<file path="config.mk">
export PLATFORM = sky130hd
export DESIGN_NAME = lapwm_top
export DESIGN_NICKNAME = d
export VERILOG_FILES = /design/src/rtl/lapwm_pkg.sv /design/src/rtl/lapwm_hop.sv /design/src/rtl/lapwm_period.sv /design/src/rtl/lapwm_pulse.sv /design/src/rtl/lapwm_top.sv
export SDC_FILE = /design/constraint.sdc
export NUM_CORES = 1
export LEC_CHECK = 0
export ABC_AREA = 1
export ABC_CLOCK_PERIOD_IN_PS = 6600
export BUFFER_PORTS_ARGS = -buffer_cell sky130_fd_sc_hd__buf_2
export CAP_MARGIN = 20
export CORE_MARGIN = 4
export CORE_UTILIZATION = 55
export DETAILED_ROUTE_END_ITERATION = 6
export GPL_TIMING_DRIVEN = 0
export PLACE_DENSITY_LB_ADDON = 0.2
export SLEW_MARGIN = 30
export SYNTH_ARGS = -nofsm -noshare
export SYNTH_HDL_FRONTEND = slang
export SYNTH_SLANG_ARGS = --single-unit
</file>
<file path="constraint.sdc">
create_clock -name clk_i -period 6.6 [get_ports clk_i]
set_input_delay 0 -clock clk_i [delete_from_list [all_inputs] [get_ports clk_i]]
set_output_delay 0 -clock clk_i [all_outputs]
set_load 0.1 [all_outputs]
</file>
<file path="src/rtl/lapwm_pkg.sv">
package lapwm_pkg;

   // Direction of the period dither sweep.
   typedef enum logic {
      SWEEP_DN = 1'b0,
      SWEEP_UP = 1'b1
   } sweep_dir_e;

   // Duty fractions are expressed in 1/256 units.
   localparam int DUTY_SHIFT = 8;

endpackage

</file>
<file path="src/rtl/lapwm_hop.sv">
module lapwm_hop
   import lapwm_pkg::*;
#(
   parameter int HOP_DEV = 160,
   parameter int OFS_W   = $clog2(2*HOP_DEV+1)
) (
   input  logic             clk_i,
   input  logic             rst_i,
   input  logic             step_i,
   output logic [OFS_W-1:0] ofs_o
);

   // Biased offset: 0 is the lowest period, 2*HOP_DEV the highest.
   localparam logic [OFS_W-1:0] OFS_TOP = OFS_W'(2*HOP_DEV);
   localparam logic [OFS_W-1:0] OFS_MID = OFS_W'(HOP_DEV);

   logic [OFS_W-1:0] ofs_q;
   sweep_dir_e       dir_q;

   always_ff @(posedge clk_i or posedge rst_i) begin
      if (rst_i) begin
         ofs_q <= OFS_MID;
         dir_q <= SWEEP_UP;
      end else if (step_i) begin
         if (dir_q == SWEEP_UP) begin
            if (ofs_q == OFS_TOP) begin
               ofs_q <= ofs_q - 1'b1;
               dir_q <= SWEEP_DN;
            end else begin
               ofs_q <= ofs_q + 1'b1;
            end
         end else begin
            if (ofs_q == '0) begin
               ofs_q <= ofs_q + 1'b1;
               dir_q <= SWEEP_UP;
            end else begin
               ofs_q <= ofs_q - 1'b1;
            end
         end
      end
   end

   assign ofs_o = ofs_q;

endmodule

</file>
<file path="src/rtl/lapwm_period.sv">
module lapwm_period
   import lapwm_pkg::*;
#(
   parameter int CODE_W     = 8,
   parameter int PER_W      = 19,
   parameter int OFS_W      = 9,
   parameter int NOM_PERIOD = 2000,
   parameter int HOP_DEV    = 160,
   parameter int MAX_PERIOD = 270270,
   parameter int KNEE_CODE  = 128,
   parameter int FLOOR_CODE = 16,
   parameter int DUTY_NUM   = 166
) (
   input  logic [CODE_W-1:0] load_code_i,
   input  logic [CODE_W-1:0] ierr_code_i,
   input  logic [OFS_W-1:0]  ofs_i,
   output logic [PER_W-1:0]  per_o,
   output logic [PER_W-1:0]  ontgt_o,
   output logic [PER_W-1:0]  maxon_o
);

   localparam int SLOPE   = (MAX_PERIOD - NOM_PERIOD) / (KNEE_CODE - FLOOR_CODE);
   localparam int PROD_W  = CODE_W + PER_W;
   localparam int DPROD_W = PER_W + DUTY_SHIFT;

   logic [CODE_W-1:0]  ctrl;
   logic               heavy, deep;
   logic [CODE_W-1:0]  gap;
   logic [PROD_W-1:0]  stretch;
   logic [PROD_W-1:0]  on_prod;
   logic [DPROD_W-1:0] duty_prod;

   always_comb begin
      ctrl    = (load_code_i < ierr_code_i) ? load_code_i : ierr_code_i;
      heavy   = load_code_i >= CODE_W'(KNEE_CODE);
      deep    = load_code_i <= CODE_W'(FLOOR_CODE);
      gap     = CODE_W'(KNEE_CODE) - load_code_i;
      stretch = PROD_W'(NOM_PERIOD) + PROD_W'(gap) * PROD_W'(SLOPE);

      if (heavy)
         per_o = PER_W'(NOM_PERIOD - HOP_DEV) + PER_W'(ofs_i);
      else if (deep || stretch > PROD_W'(MAX_PERIOD))
         per_o = PER_W'(MAX_PERIOD);
      else
         per_o = stretch[PER_W-1:0];

      on_prod   = PROD_W'(ctrl) * PROD_W'(per_o);
      ontgt_o   = on_prod[PROD_W-1:CODE_W];
      duty_prod = DPROD_W'(per_o) * DPROD_W'(DUTY_NUM);
      maxon_o   = duty_prod[DPROD_W-1:DUTY_SHIFT];
   end

endmodule

</file>
<file path="src/rtl/lapwm_pulse.sv">
module lapwm_pulse #(
   parameter int PER_W      = 19,
   parameter int NOM_PERIOD = 2000,
   parameter int BLANK_CYC  = 30,
   parameter int MIN_ON_CYC = 80
) (
   input  logic             clk_i,
   input  logic             rst_i,
   input  logic             en_i,
   input  logic             ilim_i,
   input  logic             ramp_i,
   input  logic [PER_W-1:0] per_i,
   input  logic [PER_W-1:0] ontgt_i,
   input  logic [PER_W-1:0] maxon_i,
   output logic             wrap_o,
   output logic             gate_o,
   output logic [PER_W-1:0] cnt_o,
   output logic [PER_W-1:0] per_o,
   output logic [PER_W-1:0] maxon_o
);

   logic [PER_W-1:0] cnt_q, per_q, ontgt_q, maxon_q;
   logic             gate_q;
   logic [PER_W-1:0] cnt_nx;
   logic             past_blank, past_min, stop;

   always_comb begin
      cnt_nx     = cnt_q + 1'b1;
      wrap_o     = (cnt_q == per_q - 1'b1);
      past_blank = cnt_q >= PER_W'(BLANK_CYC);
      past_min   = cnt_nx >= PER_W'(MIN_ON_CYC);
      stop       = (cnt_nx >= maxon_q)
                 | ((cnt_nx >= ontgt_q) & past_min)
                 | (ilim_i & past_blank)
                 | (ramp_i & past_blank & past_min);
   end

   always_ff @(posedge clk_i or posedge rst_i) begin
      if (rst_i) begin
         cnt_q   <= PER_W'(NOM_PERIOD - 1);
         per_q   <= PER_W'(NOM_PERIOD);
         ontgt_q <= '0;
         maxon_q <= '0;
         gate_q  <= 1'b0;
      end else if (wrap_o) begin
         cnt_q   <= '0;
         per_q   <= per_i;
         ontgt_q <= ontgt_i;
         maxon_q <= maxon_i;
         gate_q  <= en_i;
      end else begin
         cnt_q   <= cnt_nx;
         gate_q  <= gate_q & en_i & ~stop;
      end
   end

   assign gate_o  = gate_q & en_i;
   assign cnt_o   = cnt_q;
   assign per_o   = per_q;
   assign maxon_o = maxon_q;

endmodule

</file>
<file path="src/rtl/lapwm_top.sv">
module lapwm_top #(
   parameter int CODE_W     = 8,
   parameter int NOM_PERIOD = 2000,
   parameter int HOP_DEV    = 160,
   parameter int HOP_EN     = 1,
   parameter int MAX_PERIOD = 270270,
   parameter int KNEE_CODE  = 128,
   parameter int FLOOR_CODE = 16,
   parameter int DUTY_NUM   = 166,
   parameter int BLANK_CYC  = 30,
   parameter int MIN_ON_CYC = 80
) (
   input  logic              clk_i,
   input  logic              rst_i,
   input  logic [CODE_W-1:0] load_code_i,
   input  logic [CODE_W-1:0] ierr_code_i,
   input  logic              ilim_trip_i,
   input  logic              ramp_trip_i,
   input  logic              drive_en_i,
   output logic              gate_o
);

   localparam int PER_W = $clog2(MAX_PERIOD + 1);
   localparam int OFS_W = $clog2(2*HOP_DEV + 1);

   if (NOM_PERIOD <= HOP_DEV)
      $error("lapwm_top: NOM_PERIOD must exceed HOP_DEV");
   if (NOM_PERIOD + HOP_DEV > MAX_PERIOD)
      $error("lapwm_top: dither band exceeds MAX_PERIOD");
   if (KNEE_CODE <= FLOOR_CODE || KNEE_CODE >= (1 << CODE_W))
      $error("lapwm_top: bad knee or floor code");
   if (DUTY_NUM < 1 || DUTY_NUM > 255)
      $error("lapwm_top: DUTY_NUM out of range");
   if (((NOM_PERIOD - HOP_DEV) * DUTY_NUM) / 256 < 1)
      $error("lapwm_top: duty cap rounds to zero");

   logic [OFS_W-1:0] hop_ofs;
   logic [PER_W-1:0] per_nx, ontgt_nx, maxon_nx;
   logic             wrap;
   logic [PER_W-1:0] dbg_cnt, dbg_per, dbg_maxon;

   if (HOP_EN != 0) begin : g_hop
      lapwm_hop #(.HOP_DEV(HOP_DEV), .OFS_W(OFS_W)) u_hop (
         .clk_i  (clk_i),
         .rst_i  (rst_i),
         .step_i (wrap),
         .ofs_o  (hop_ofs)
      );
   end else begin : g_fixed
      assign hop_ofs = OFS_W'(HOP_DEV);
   end

   lapwm_period #(
      .CODE_W(CODE_W), .PER_W(PER_W), .OFS_W(OFS_W),
      .NOM_PERIOD(NOM_PERIOD), .HOP_DEV(HOP_DEV), .MAX_PERIOD(MAX_PERIOD),
      .KNEE_CODE(KNEE_CODE), .FLOOR_CODE(FLOOR_CODE), .DUTY_NUM(DUTY_NUM)
   ) u_period (
      .load_code_i (load_code_i),
      .ierr_code_i (ierr_code_i),
      .ofs_i       (hop_ofs),
      .per_o       (per_nx),
      .ontgt_o     (ontgt_nx),
      .maxon_o     (maxon_nx)
   );

   lapwm_pulse #(
      .PER_W(PER_W), .NOM_PERIOD(NOM_PERIOD),
      .BLANK_CYC(BLANK_CYC), .MIN_ON_CYC(MIN_ON_CYC)
   ) u_pulse (
      .clk_i   (clk_i),
      .rst_i   (rst_i),
      .en_i    (drive_en_i),
      .ilim_i  (ilim_trip_i),
      .ramp_i  (ramp_trip_i),
      .per_i   (per_nx),
      .ontgt_i (ontgt_nx),
      .maxon_i (maxon_nx),
      .wrap_o  (wrap),
      .gate_o  (gate_o),
      .cnt_o   (dbg_cnt),
      .per_o   (dbg_per),
      .maxon_o (dbg_maxon)
   );

endmodule

</file>
After elaboration in Yosys (flattened, before gate mapping)
Index checks and enable logic that the tools add are counted.
{"block": "classes", "n_reduce_logical": 2, "eq_ne": 2, "mux": 11, "add_sub_neg": 7, "bitwise": 10, "n_mul": 3, "order_cmp": 8}
{"op": "2-to-1 mux 19 bit", "count": 3}
{"op": "greater-or-equal comparator 19 bit", "count": 2}
{"op": "greater-than comparator 27 x 19 -> 1 bit (second input constant)", "count": 1}
{"op": "multiplier 8 x 19 -> 27 bit", "count": 1}
{"op": "2-to-1 mux 9 bit", "count": 3}
{"op": "multiplier 19 x 7 -> 26 bit (second input constant)", "count": 1}
{"op": "adder 11 x 20 -> 21 bit (first input constant)", "count": 1}
{"op": "multiplier 8 x 12 -> 20 bit (second input constant)", "count": 1}
{"op": "adder 19 x 1 -> 19 bit (second input constant)", "count": 1}
{"op": "== test 19 bit", "count": 1}
{"op": "greater-or-equal comparator 19 x 5 -> 1 bit (second input constant)", "count": 1}
{"op": "greater-or-equal comparator 19 x 7 -> 1 bit (second input constant)", "count": 1}
{"op": "subtractor 19 x 1 -> 19 bit (second input constant)", "count": 1}
{"op": "adder 11 x 9 -> 12 bit (first input constant)", "count": 1}
{"op": "adder 9 x 1 -> 9 bit (second input constant)", "count": 1}
{"op": "== test 9 bit (second input constant)", "count": 1}
{"op": "zero test 9 bit", "count": 1}
{"op": "subtractor 9 x 1 -> 9 bit (second input constant)", "count": 1}
{"op": "greater-or-equal comparator 8 bit (second input constant)", "count": 1}
{"op": "less-or-equal comparator 8 x 5 -> 1 bit (second input constant)", "count": 1}
{"op": "less-than comparator 8 bit", "count": 1}
{"op": "2-to-1 mux 8 bit", "count": 1}
{"op": "subtractor 8 bit (first input constant)", "count": 1}
{"op": "AND 1 bit", "count": 6}
{"op": "other kinds (4)", "count": 9}
{"block": "totals", "in_bits": 21, "out_inout_bits": 1, "wordCells": 50, "ff_bits": 87}

Longest topological paths before layout
Gate-level depths: netlist of run 1.
{"block": "logic_depth", "depth_word": 9, "ltp_mapped": 57, "ltp_nobuf": 57}

Hierarchy
A second synthesis of run 1 with hierarchy kept.
{"block": "hier_totals", "hier_cells": 2480, "area_unflattened_um2": 17197.7}
{"mod": "lapwm_period", "n_inst": 1, "area_per_inst_um2": 10401.2, "seq_area_each_um2": 0.0, "cells_each": 1506}
{"mod": "lapwm_pulse", "n_inst": 1, "area_per_inst_um2": 5810.6, "seq_area_each_um2": 1945.6, "cells_each": 833}
{"mod": "lapwm_hop", "n_inst": 1, "area_per_inst_um2": 985.9, "seq_area_each_um2": 254.0, "cells_each": 141}

Least setup slack after synthesis of run 1
OpenSTA, ideal clock, no wires.
{"block": "synth_path", "kind": "input port to flip-flop", "start": "input load_code_i[2]", "end": "register u_pulse.ontgt_q[14]", "stages": 45, "required_ps": 6479, "path_slack_ps": -2195, "n_path_buf": 0, "setup_ps": 121, "t_arrival_ps": 8674, "path_cell_list": "nor3_1 -> inv_1 -> nor3_1 -> and3_1 -> xor2_1 -> inv_1 -> ha_1 -> fa_1 -> fa_1 -> inv_1 -> fa_1 -> inv_1 -> ha_1 -> nand2_2 -> inv_1 -> a21oi_2 -> o21ai_1 -> nor2_1 -> [... 9 more ...] -> inv_2 -> nor2_1 -> fa_1 -> fa_1 -> fa_1 -> inv_1 -> fa_1 -> inv_1 -> ha_1 -> a21oi_1 -> inv_1 -> a31oi_1 -> o21ai_0 -> a21oi_1 -> nand2_1 -> or2_1 -> nand3_1 -> o21ai_1"}
{"block": "synth_between", "elab_chain_len": 8, "word_cells_on_any_way": 12, "classes_between": "add/sub (2); mul (2); order compare (4); mux (3); reduce/logical (1)"}
{"item": "from (decl)", "line_no": "lapwm_top.sv:15", "source": "input logic [CODE_W-1:0] load_code_i,"}
{"item": "subtractor 8 bit", "line_no": "lapwm_period.sv:37", "source": "gap = CODE_W'(KNEE_CODE) - load_code_i;"}
{"item": "multiplier 8 x 12 -> 20 bit", "line_no": "lapwm_period.sv:38", "source": "stretch = PROD_W'(NOM_PERIOD) + PROD_W'(gap) * PROD_W'(SLOPE);"}
{"item": "adder 11 x 20 -> 21 bit", "line_no": "lapwm_period.sv:38"}
{"item": "greater-than comparator 27 x 19 -> 1 bit", "line_no": "lapwm_period.sv:42", "source": "else if (deep || stretch > PROD_W'(MAX_PERIOD))"}
{"item": "logical OR 1 bit", "line_no": "lapwm_period.sv:42"}
{"item": "2-to-1 mux 19 bit", "line_no": "lapwm_period.sv:42"}
{"item": "2-to-1 mux 19 bit (*)", "line_no": "lapwm_period.sv:40", "source": "if (heavy)"}
{"item": "via per_nx[6]", "line_no": "lapwm_top.sv:38", "source": "logic [PER_W-1:0] per_nx, ontgt_nx, maxon_nx;"}
{"item": "multiplier 8 x 19 -> 27 bit (*)", "line_no": "lapwm_period.sv:47", "source": "on_prod = PROD_W'(ctrl) * PROD_W'(per_o);"}
{"item": "to (signal assigned)", "line_no": "lapwm_pulse.sv:48", "source": "ontgt_q <= ontgt_i;"}
{"item": "to (decl)", "line_no": "lapwm_pulse.sv:22", "source": "logic [PER_W-1:0] cnt_q, per_q, ontgt_q, maxon_q;"}
The timed path passes the listed nets; every way through them passes the cells marked *.
A chain may end at the register's enable or synchronous reset.

Worst setup path after layout of run 1
{"block": "layout_path", "start": "input load_code_i[1]", "end": "register u_pulse.ontgt_q[14]"}
The elaborated chain is that of the path after synthesis.

==> reports/metrics.yaml, run 1 <==
floorplan:
  die-height_um: 179
  core_area_sq_um: 28700
  die_area_sq_um: 32000
  start_util: 0.559
  row_count: 62
  io_pins: 22
  die_w_um: 179
sta:
  finClkSkew_ps: 12.8
  tightest_slew_ps: 895
  finalCritPeriodShare: 1.26
  fmax_ghz: 0.120
  max_slew_margin: 0.404
  setup_viol: 38
  post-route-worst-setup-slack_ps: -1730
  hold_viol: 0
  maxSlewViolCount: 0
  rsz0062_at_grt: "true"
  period_minus_slack_ps: 8330
route:
  routed_via_density: 5.60
  drtIter0Drc: 1213
  ant_nets: 0
  finalWirelength_um: 52300
  num_vias: 15600
  drc: 0
  dr.pass1.iters: 7
  avgRoutedWirePerCell_um: 18.8
worst_setup_path:
  cp.required_ps: 6850
  path_common_cell: "fa_1"
  slowest_delay_ps: 550
  endpoint_kind: "register"
  startpoint_type: "primary input"
  crit_arrival_ps: 8580
  slowest_stage: "fa_1"
  path_class: "primary input to register"
  critPathMaxFanout: 6
hold_path:
  min_path_type: "primary input to async pin"
global_routing:
  grt_usage: 0.313
  grt.overflow.total: 0
  grt_pass1_vias: 15500
  grt_pass1_wl_um: 78800
  grt_max_degree: 46
  grt_antenna_before_repair: 0
synthesis:
  netlist_instances: 2192
  yosys_warnings: 0
  syn_nets: 2582
  synth-edff-count: 0
  yosysSeqAreaShare: 0.137
  async_flop_share: 1.00
  ys.flop_type: "dfrtp_1"
  synth.top_cell.area_share: 0.186
  synth.distinct_cells: 63
  ys_ff_latch: 87
  synth_area_sq_um: 16000
  syn_avg_cell_area_sq_um: 7.32
  synth_area_leaders: "fa_1 (19%), ha_1 (17%), inv_1 (12%)"
  synth_top_area_cell: "fa_1"
place:
  routabilityCongestion: 0.958
  portBuffers: 21
  dpl_worst_slack_ps: -3370
  dp_hpwl_um: 37000
cells_and_area:
  nets: 2783
  final_cell_mix: "inv_1 (425), nand2_1 (314), nor2_1 (165), ha_1 (164), fa_1 (141)"
  drive_gt1_frac: 0.306
  antenna_cells: 0
  synthToLayoutAreaGrowth_pct: 31.4
  final_common_cell: "inv_1"
cts:
  root_buffer: "clkbuf_16"
  clockBufferDepth: 2
  cts_tree: "yes"
  clk_latency_ps: 360
  cts_sinks: 87
  cts_max_level: 3
  clk_pin_slew_ps: 70
  numCtsBuffers: 9
job:
  cap_viol_max_count: 0
status:
  violations: "negative setup slack"
  outcome: "finished, violations left"
[flip-flops by register name (all words and copies together) (netlist names)]
register and count:
g_hop.u_hop.dir_q 1, u_pulse.gate_q 1, g_hop.u_hop.ofs_o 9, u_pulse.maxon_o 19, u_pulse.ontgt_q 19, u_pulse.cnt_o 19, u_pulse.per_o 19
[worst max-delay path: cells and delay by family]
family	cells	cell delay, ps
buffers and inverters	13	1320
adders and majority gates	10	4200
and+or+nand+nor	16	1730
AOI/OAI and AO/OA	6	890
xor gates and xnor gates	2	440
[cells in the mapped netlist (all sizes together), types with 2 or more instances]
cell type,number
clkbuf,18
nor4,8
a21o,3
dfrtp,69
nand3b,4
inv,514
o211ai,5
buf,14
a31oi,7
nor3b,3
a21oi,98
nor3,33
o22ai,5
xor2,47
nor2,249
nand4,35
nand3,94
ha,220
o21ai,103
o21a,6
fa,149
o221ai,5
a211oi,6
or2,9
dfstp,18
xnor2,40
nand2,420
a2111oi,2
[metal layers]
metal  part of all wire  global-route usage
met1               0.39               0.395
met5                  0                   0
met2               0.49               0.542
met4              0.057               0.133
met3              0.065              0.0371
[kinds of logic after synthesis]
| group | Yosys count | share of synthesized area |
|---|---|---|
| AND/OR/NAND/NOR | 857 | 0.238 |
| buffers and inverters | 547 | 0.131 |
| adder cells (fa/ha/maj) | 369 | 0.357 |
| AO/OA/AOI/OAI | 245 | 0.0886 |
| XOR/XNOR | 87 | 0.0480 |
| flip-flops | 87 | 0.137 |
[repair_timing]
| action | in CTS | in global routing |
|---|---|---|
| buffers inserted | 110 | 59 |
| pin swaps | 185 | 156 |
| gates resized for setup | 295 | 237 |
| setup endpoints to repair | 38 | 38 |
| hold endpoints to repair | 32 | 0 |
| cloned | 1 | 0 |
| hold buffers | 3 | 0 |
[layout make-up]
class                      instances  area [sq um]
multi-input combinational       1558         14100
fill                            2080          7610
sequential                        87          2200
inverter                         515          2040
timing repair buffer             191          1770
tap                              384           480
clock buffer                      10           229
buffer                            31           161
clock inverter                     6          73.8
[through the flow]
| stage | hold WS [ps] | instance area, sq um | TNS, ps | instances | util |
|---|---|---|---|---|---|
| after floorplan | 117 | 16600 | -42620 | 2192 | - |
| after global placement | 230 | 17200 | -99560 | 2597 | 0.598 |
| after detailed placement | 57.6 | 17200 | -104830 | 2598 | 0.599 |
| after CTS | 230 | 19700 | -45890 | 2727 | 0.686 |
| after global routing | 272 | 21100 | -63110 | 2782 | 0.735 |
| final | 202 | 21100 | -51680 | 2782 | 0.735 |
[final timing paths]
kind | from | endpoint | slack, ps | cells past startpoint
setup / recovery | load_code_i[1] | u_pulse.ontgt_q[14] | -1730 | 47
hold / removal | rst_i | g_hop.u_hop.ofs_o[0] | 200 | 3
setup reg to reg | g_hop.u_hop.ofs_o[5] | u_pulse.ontgt_q[14] | 1010 | 24
hold reg to reg | u_pulse.maxon_o[10] | u_pulse.maxon_o[10] | 480 | 2
max in group asynchronous | rst_i | u_pulse.per_o[9] | 5750 | 4
min in group clk_i | load_code_i[0] | u_pulse.per_o[0] | 390 | 7
Power of run 1 is not shown: default switching activity piles up to over one toggle a cycle in this logic, so the estimate is an artifact.
==> run 2: changes to the inputs <==
--- a/config.mk
+++ b/config.mk
@@ -9,8 +9,10 @@
 export ABC_CLOCK_PERIOD_IN_PS = 6600
 export BUFFER_PORTS_ARGS = -buffer_cell sky130_fd_sc_hd__buf_2
 export CAP_MARGIN = 20
+export CELL_PAD_IN_SITES_DETAIL_PLACEMENT = 1
+export CELL_PAD_IN_SITES_GLOBAL_PLACEMENT = 1
 export CORE_MARGIN = 4
-export CORE_UTILIZATION = 55
+export CORE_UTILIZATION = 49
 export DETAILED_ROUTE_END_ITERATION = 6
 export GPL_TIMING_DRIVEN = 0
 export PLACE_DENSITY_LB_ADDON = 0.2
==> reports/metrics.yaml, run 2 (synthesis gave the netlist of run 1 again) <==
global_routing:
  grt.overflow.total: 0
  grt_pass1_vias: 19500
  grt_pass1_wl_um: 113000
  grt_antenna_before_repair: 4
  grt_usage: 0.407
  grt_max_degree: 51
cells_and_area:
  fin_cells: 2853
  final_common_cell: "inv_1"
  regArea_sq_um: 2200
  final_cell_mix: "inv_1 (404), nand2_1 (302), ha_1 (167), nor2_1 (159), fa_1 (137)"
  nets: 2801
  fill_cells: 3755
  postLayoutCellArea_sq_um: 21700
  synthToLayoutAreaGrowth_pct: 35.3
  drive_gt1_frac: 0.341
  multiInputGateArea_sq_um: 14500
place:
  dpl-instance-area_sq_um: 17300
  dp_hpwl_um: 44500
  dp.cells: 2649
  routabilityCongestion: 0.924
  portBuffers: 21
sta:
  fmax_ghz: 0.102
  setup_viol: 38
  hold_viol: 0
  maxSlewViolCount: 0
  post-route-worst-setup-slack_ps: -3250
  finalCritPeriodShare: 1.49
  finClkSkew_ps: 14.3
  max_slew_margin: 0.193
  period_minus_slack_ps: 9850
  rsz0062_at_grt: "true"
  tightest_slew_ps: 1200
  fin_setup_tns_ps: -96440
worst_setup_path:
  crit_buf_inv: 16
  path_delay_family: "adder cells"
  slowest_delay_ps: 740
  r2r_end: "u_pulse.ontgt_q[6]"
  critPathMaxFanout: 8
  slowest_stage: "fa_2"
  rr_worst_depth: 27
  ff2ff_setup_slack_ps: 0
  path_class: "primary input to register"
  cp.required_ps: 6850
  rr_startpoint: "g_hop.u_hop.ofs_o[4]"
  endpoint_kind: "register"
  startpoint_type: "primary input"
  crit_arrival_ps: 10100
route:
  drc: 0
  ant_nets: 0
  dr.pass1.iters: 7
  num_vias: 19600
  avgRoutedWirePerCell_um: 34.1
  routed_via_density: 6.85
  finalWirelength_um: 97300
  drtIter0Drc: 2599
floorplan:
  core_area_sq_um: 32000
  die_w_um: 189
  io_pins: 22
  die-height_um: 189
  start_util: 0.502
  die_area_sq_um: 35700
  row_count: 65
job:
  cap_viol_max_count: 0
cts:
  clk_pin_slew_ps: 90
  clockBufferDepth: 2
  cts_sinks: 87
  clk_latency_ps: 390
  cts_max_level: 3
  numCtsBuffers: 9
  root_buffer: "clkbuf_16"
  cts_tree: "yes"
status:
  outcome: "finished, violations left"
  violations: "negative setup slack"
hold_path:
  min_path_type: "primary input to async pin"
[run 2: cell count changes in the layout (fill, tap and decap cells not counted), moves of 11 or more]
cell / before / now
nand3_1: 73 / 60
inv_1: 425 / 404
buf_4: 119 / 132
a21oi_4: 17 / 28
inv_2: 63 / 85
nand2_1: 314 / 302
nand3_2: 20 / 33
[run 2: metrics by stage]
stage                     setup slack (ps)   util  hold WS (ps)
final                                -3250  0.679           168
after global routing                 -3320  0.679           213
after CTS                            -1630  0.633           204
after detailed placement             -3470  0.540          38.7
after global placement               -3220  0.539           223
after floorplan                      -1520      -           117
[run 2: what timing repair did]
action                     4_1_cts  5_1_grt
pin swaps                      181      153
setup buffers                  121       63
hold endpoints to repair        38        0
hold buffers                     3        0
cloned                           1        0
setup endpoints to repair       38       38
resized for setup              407      228
[run 2: area by class of cell]
cell class / instances / share of cell area
Clock inverter: 7 / 0.00421
Antenna cell: 2 / 0.000230
Clock buffer: 9 / 0.0104
Inverter: 515 / 0.0940
Multi-Input combinational cell: 1558 / 0.670
Sequential cell: 87 / 0.101
Buffer: 31 / 0.00738
Timing Repair Buffer: 209 / 0.0878
Tap cell: 435 / 0.0251
[run 2: worst max path at each step]
stage                   startpoint                   to  slack (ps)  cells after the start
finish              load_code_i[2]   u_pulse.ontgt_q[6]       -3250                     53
global route        load_code_i[1]   u_pulse.ontgt_q[6]       -3320                     49
CTS                 load_code_i[2]  u_pulse.ontgt_q[12]       -1630                     47
global placement    load_code_i[0]  u_pulse.ontgt_q[14]       -3220                     47
detailed placement  load_code_i[0]  u_pulse.ontgt_q[18]       -3470                     46
floorplan           load_code_i[2]  u_pulse.ontgt_q[14]       -1520                     45
[run 2: per-layer routing]
| layer | vias to the layer above | routed length, um | track usage |
|---|---|---|---|
| met2 | 1932 | 42100 | 0.711 |
| met4 | 4 | 13000 | 0.287 |
| met3 | 1017 | 11600 | 0.0811 |
| li1 | 7272 | - | - |
| met5 | - | 36 | 0 |
| met1 | 9329 | 30400 | 0.442 |
[run 2: worst reg2reg max path, delay by kind of cell (launching register included)]
family / cells / cell delay [ps]
flip-flops: 1 / 480
AO/OA/AOI/OAI: 7 / 1470
AND/OR/NAND/NOR: 3 / 330
buffers and inverters: 10 / 1350
XOR/XNOR: 1 / 290
adder cells (fa/ha/maj): 6 / 2560
Power of run 2 is left out for the same reason.
